[config.mk]
export PLATFORM = sky130hd
export DESIGN_NAME = evt_down_timer
export DESIGN_NICKNAME = d
export VERILOG_FILES = /design/src/rtl/evt_timer_pkg.sv /design/src/rtl/evt_sync_filter.sv /design/src/rtl/evt_edge_det.sv /design/src/rtl/evt_cnt_core.sv /design/src/rtl/evt_down_timer.sv
export SDC_FILE = /design/constraint.sdc
export NUM_CORES = 1
export LEC_CHECK = 0
export ABC_AREA = 1
export CAP_MARGIN = 0
export CORE_MARGIN = 1
export CORE_UTILIZATION = 54
export DETAILED_ROUTE_END_ITERATION = 16
export GPL_ROUTABILITY_DRIVEN = 1
export PLACE_DENSITY = 0.84
export SYNTH_ARGS = -nofsm -noshare
export SYNTH_HDL_FRONTEND = slang
export SYNTH_SLANG_ARGS = --single-unit
export TNS_END_PERCENT = 30
[constraint.sdc]
create_clock -name clk -period 3.3 [get_ports clk]
set_input_delay 0.495 -clock clk [delete_from_list [all_inputs] [get_ports clk]]
set_output_delay 0.495 -clock clk [all_outputs]
set_load 0.005 [all_outputs]
[src/rtl/evt_timer_pkg.sv]
package evt_timer_pkg;
  typedef enum logic [1:0] {
    EDGE_RISE     = 2'b00,
    EDGE_FALL     = 2'b01,
    EDGE_BOTH     = 2'b10,
    EDGE_BOTH_ALT = 2'b11
  } edge_sel_e;
endpackage

[src/rtl/evt_sync_filter.sv]
module evt_sync_filter #(
  parameter int SYNC_STAGES = 2,
  parameter int FILT_LEN    = 2
) (
  input  logic clk,
  input  logic rst,
  input  logic raw_i,
  output logic sync_o,
  output logic filt_o
);
  localparam int HIST_W = FILT_LEN - 1;

  logic [SYNC_STAGES-1:0] sync_q;
  logic [HIST_W-1:0]      hist_q;
  logic [FILT_LEN-1:0]    window;
  logic                   filt_q;
  logic                   agree;

  always_ff @(posedge clk) begin
    if (rst) sync_q <= '0;
    else     sync_q <= {sync_q[SYNC_STAGES-2:0], raw_i};
  end

  assign sync_o = sync_q[SYNC_STAGES-1];

  generate
    if (HIST_W == 1) begin : g_hist1
      always_ff @(posedge clk) begin
        if (rst) hist_q <= '0;
        else     hist_q <= sync_o;
      end
    end else begin : g_histn
      always_ff @(posedge clk) begin
        if (rst) hist_q <= '0;
        else     hist_q <= {hist_q[HIST_W-2:0], sync_o};
      end
    end
  endgenerate

  assign window = {hist_q, sync_o};
  assign agree  = (&window) | ~(|window);

  always_ff @(posedge clk) begin
    if (rst)        filt_q <= 1'b0;
    else if (agree) filt_q <= sync_o;
  end

  assign filt_o = filt_q;


  filt_stable_chk: assert property (@(posedge clk) disable iff (rst)
    !$stable(filt_q) |-> ($past(sync_o) == filt_q && $past(hist_q[0]) == filt_q));
endmodule

[src/rtl/evt_edge_det.sv]
module evt_edge_det
  import evt_timer_pkg::*;
(
  input  logic      clk,
  input  logic      rst,
  input  logic      lvl_i,
  input  edge_sel_e sel_i,
  output logic      edge_o
);
  logic prev_q;
  logic rise, fall;

  always_ff @(posedge clk) begin
    if (rst) prev_q <= 1'b0;
    else     prev_q <= lvl_i;
  end

  assign rise = lvl_i & ~prev_q;
  assign fall = ~lvl_i & prev_q;

  always_comb begin
    unique case (sel_i)
      EDGE_RISE: edge_o = rise;
      EDGE_FALL: edge_o = fall;
      default:   edge_o = rise | fall;
    endcase
  end
endmodule

[src/rtl/evt_cnt_core.sv]
module evt_cnt_core #(
  parameter int                 CNT_W    = 16,
  parameter logic [CNT_W-1:0]   INIT_CNT = '1
) (
  input  logic             clk,
  input  logic             rst,
  input  logic             start_i,
  input  logic             stop_i,
  input  logic             reload_we_i,
  input  logic [CNT_W-1:0] reload_data_i,
  input  logic             edge_i,
  output logic             enable_o,
  output logic [CNT_W-1:0] count_o,
  output logic             tc_o
);
  logic             enable_q;
  logic [CNT_W-1:0] cnt_q;
  logic [CNT_W-1:0] reload_q;
  logic             tc_q;
  logic             at_zero;

  assign at_zero = (cnt_q == '0);

  always_ff @(posedge clk) begin
    if (rst) begin
      enable_q <= 1'b0;
      cnt_q    <= INIT_CNT;
      reload_q <= '0;
      tc_q     <= 1'b0;
    end else begin
      tc_q <= 1'b0;
      if (reload_we_i) reload_q <= reload_data_i;
      if (stop_i) begin
        enable_q <= 1'b0;
      end else if (start_i) begin
        enable_q <= 1'b1;
        cnt_q    <= reload_q;
      end else if (enable_q && edge_i) begin
        if (at_zero) begin
          cnt_q <= reload_q;
          tc_q  <= 1'b1;
        end else begin
          cnt_q <= cnt_q - CNT_W'(1);
        end
      end
    end
  end

  assign enable_o = enable_q;
  assign count_o  = cnt_q;
  assign tc_o     = tc_q;


  start_load_chk: assert property (@(posedge clk) disable iff (rst)
    (start_i && !stop_i) |=> (enable_q && cnt_q == $past(reload_q)));

  stop_wins_chk: assert property (@(posedge clk) disable iff (rst)
    stop_i |=> !enable_q);

  stop_freeze_chk: assert property (@(posedge clk) disable iff (rst)
    stop_i |=> $stable(cnt_q));

  idle_hold_chk: assert property (@(posedge clk) disable iff (rst)
    (!enable_q && !start_i) |=> $stable(cnt_q));

  dec_step_chk: assert property (@(posedge clk) disable iff (rst)
    (enable_q && edge_i && !start_i && !stop_i && cnt_q != '0)
      |=> (cnt_q == $past(cnt_q) - CNT_W'(1) && !tc_q));

  tc_reload_chk: assert property (@(posedge clk) disable iff (rst)
    tc_q |-> ($past(cnt_q) == '0 && cnt_q == $past(reload_q) && $past(enable_q)));
endmodule

[src/rtl/evt_down_timer.sv]
module evt_down_timer
  import evt_timer_pkg::*;
#(
  parameter int               CNT_W       = 16,
  parameter logic [CNT_W-1:0] INIT_CNT    = '1,
  parameter int               SYNC_STAGES = 2,
  parameter int               FILT_LEN    = 2
) (
  input  logic             clk,
  input  logic             rst,
  input  logic             start_i,
  input  logic             stop_i,
  input  logic             reload_we_i,
  input  logic [CNT_W-1:0] reload_data_i,
  input  logic             filt_en_i,
  input  logic [1:0]       edge_sel_i,
  input  logic             evt_i,
  output logic             enable_o,
  output logic [CNT_W-1:0] count_o,
  output logic             tc_o
);
  logic sync_lvl, filt_lvl, sel_lvl, evt_edge;

  evt_sync_filter #(
    .SYNC_STAGES(SYNC_STAGES),
    .FILT_LEN   (FILT_LEN)
  ) u_filter (
    .clk   (clk),
    .rst   (rst),
    .raw_i (evt_i),
    .sync_o(sync_lvl),
    .filt_o(filt_lvl)
  );

  assign sel_lvl = filt_en_i ? filt_lvl : sync_lvl;

  evt_edge_det u_edge (
    .clk   (clk),
    .rst   (rst),
    .lvl_i (sel_lvl),
    .sel_i (edge_sel_e'(edge_sel_i)),
    .edge_o(evt_edge)
  );

  evt_cnt_core #(
    .CNT_W   (CNT_W),
    .INIT_CNT(INIT_CNT)
  ) u_core (
    .clk          (clk),
    .rst          (rst),
    .start_i      (start_i),
    .stop_i       (stop_i),
    .reload_we_i  (reload_we_i),
    .reload_data_i(reload_data_i),
    .edge_i       (evt_edge),
    .enable_o     (enable_o),
    .count_o      (count_o),
    .tc_o         (tc_o)
  );
endmodule

==> run summary <==
CTS Buf Count = 5
Die W = 63.38 microns
reg-to-reg endpoint = u_core.count_o[9]
wirelength, routed = 4405 microns
Placed Cells = 380
die height = 63.38 microns
RSZ-0062 raised after global routing = no
Max Cap Viol = 0
Mapped Avg Cell Area = 6.759 sq um
crit path DAT = 2.75 ns
# IOs = 43
core area = 3468 sq um
#FFs+latches synth = 39
post-synthesis net count = 330
fin nets = 370
largest net degree at the start of global routing = 31
EDFF count, synth = 0
global route overflow = 0
slew margin rel. = 0.4995
VDD IR max = 0.0003129 V
Iteration-0 DRC Markers = 125
Vias = 2003
Sink Count = 39
placed inst area = 2469 sq um
final worst clock skew = 0.007907 ns
Layout Area Growth over Synthesis = 26.57%
initial core utilization = 0.5866
Reg clk slew, reported paths = 0.08 ns
synthesized cell area = 2034 sq um
n_diodes = 0
Netlist cell types = 27
Via density = 5.176
required time of the critical path = 3.55 ns
routability cong. = 0.9330
critical path endpoint = u_core.count_o[9]
Mapped Cells = 301
pre-CTS setup slack = 0.5382 ns
Pwr Density = 425.3 nW/um^2
Worst R2R Path Depth = 9
critical path class = input pin to flop
post-route setup TNS = 0 ns
TritonCTS clock tree = built
minimum clock period = 2.497 ns
# H-tree levels = 2
crit end category = flop
final core occ = 0.7424
Top FF cell, synth = dfxtp_1
GRT Util Overall = 0.2468
Pre-antenna DRT Iters = 4
Avg WL per Cell = 11.38 microns
Setup WS post-layout = 0.8028 ns
flop-to-flop setup slack = 1.07 ns
Remaining DRCs = 0
Slew Viols, Final = 0
most frequent cells in the layout = nand2_1 (70), clkdlybuf4s50_1 (42), a21oi_1 (40)
Final HPWL DP = 3133 microns
Final Cell Area = 2575 sq um
CTS max path bufs = 2
Clk Latency, worst-skew pair = 0.30 ns
die area = 4017 sq um
Worst Setup SP = filt_en_i
Post-synth ARST share = 0
CTS Root Cell = clkbuf_8
number of global-route vias before repair = 1752
IO Port Bufs = 42
Resized cells post-CTS = 0
Slew @ Worst Pin = 0.7489 ns
Non-Filler Instances = 387
first-pass GRT wire length = 7714 microns
status = finished clean
CP startpoint kind = input pin
worst r2r src = u_filter.sync_q[1]
share of layout cells above drive strength 1 = 0.06158
hold buffer count at cts = 0
post-CTS setup buffer count = 0
Max Clk Rate = 0.4005 GHz
initial antenna violation count = 0
leading cell type in the layout, fill and taps excluded = nand2_1
final setup violation count = 0
Hold Path Class = flop to flop
final hold violations = 0
CP Max Fanout = 23
site row count = 21
Synth Warn # = 0
post-route antenna net violation count = 0
leak pwr = 1.095 nW
register area share after synthesis = 0.3838
fin crit share = 0.7567
[worst max-delay path, stage by stage]
cell and delay [ns]:
clkdlybuf4s50_1 0.41, o21ai_0 0.32, ha_1 0.30, a21oi_1 0.14
nand2_1 0.11, nand2_1 0.07, nand2_1 0.45, a21oi_1 0.32
nand2_1 0.08, nand2_1 0.06
[synth_stat cells (2+ instances only)]
cell | n | area [sq um]
nand2_1 | 70 | 262.8
a21oi_1 | 40 | 200.2
dfxtp_1 | 39 | 780.8
inv_1 | 38 | 142.6
nor2_1 | 32 | 120.1
o21ai_0 | 22 | 110.1
nand3_1 | 20 | 100.1
clkbuf_1 | 6 | 22.52
ha_1 | 4 | 50.05
nor2_4 | 4 | 45.04
nand2_2 | 3 | 18.77
nand4_1 | 3 | 18.77
xnor2_1 | 3 | 26.28
buf_2 | 2 | 10.01
nand3b_1 | 2 | 15.01
nor2_2 | 2 | 12.51
[worst min-delay path by stage]
stage | start | endpoint | slack, ns | cells after the start
after floorplan | u_filter.sync_q[0] | u_filter.sync_q[1] | 0.39 | 2
after global routing | u_filter.sync_q[0] | u_filter.sync_q[1] | 0.42 | 2
after detailed placement | u_filter.sync_q[0] | u_filter.sync_q[1] | 0.40 | 2
final | u_filter.sync_q[0] | u_filter.sync_q[1] | 0.41 | 2
after global placement | u_filter.sync_q[0] | u_filter.sync_q[1] | 0.39 | 2
after CTS | u_filter.sync_q[0] | u_filter.sync_q[1] | 0.41 | 2
[flip-flops by register name, summed over array words and instances, names as in the netlist]
signal	cells
u_core.count_o	16
u_core.enable_o	1
u_core.reload_q	16
u_core.tc_o	1
u_edge.prev_q	1
u_filter.filt_o	1
u_filter.hist_q	1
u_filter.sync_q	2
[layout make-up]
| type | instances | area (sq um) |
|---|---|---|
| multi-input combinational | 212 | 1047 |
| fill | 309 | 893.4 |
| tap | 46 | 57.56 |
| clock buffer | 5 | 68.82 |
| sequential | 39 | 780.7 |
| clock inverter | 2 | 37.54 |
| timing repair buffer | 43 | 427.9 |
| inverter | 40 | 155.1 |
[where the power goes]
| group | switching, mW | internal, mW | leakage (nW) |
|---|---|---|---|
| logic | 0.0832 | 0.0871 | 0.722 |
| clock network | 0.175 | 0.221 | 0.0502 |
| registers | 0.0278 | 0.502 | 0.323 |
[routing by layer]
layer  global-route usage  up-vias  share of wire  routed length, microns
li1                     -     1039              -                       -
met1               0.3233      894           0.47                    2088
met2               0.3843       60           0.45                    1973
met3              0.05978       10          0.056                     248
met4               0.1023        0          0.021                      94
met5                    0        -              0                       0
[cell families after synthesis]
| kind of cell | count (synthesis) | synth area share |
|---|---|---|
| flip-flops | 39 | 0.3838 |
| XOR/XNOR | 4 | 0.01722 |
| AO/OA/AOI/OAI | 64 | 0.1605 |
| AND/OR/NAND/NOR | 140 | 0.3124 |
| adder cells (fa/ha/maj) | 4 | 0.02460 |
| buffers and inverters | 50 | 0.1015 |
[stage by stage]
step | total power [mW] | hold WS, ns
final | 1.095 | 0.4107
after global placement | 0.7050 | 0.3904
after CTS | 1.098 | 0.4075
after detailed placement | 0.7085 | 0.3958
after global routing | 1.150 | 0.4167
after floorplan | 0.6293 | 0.3883
No activity file was read; power rests on OpenSTA's default activity.
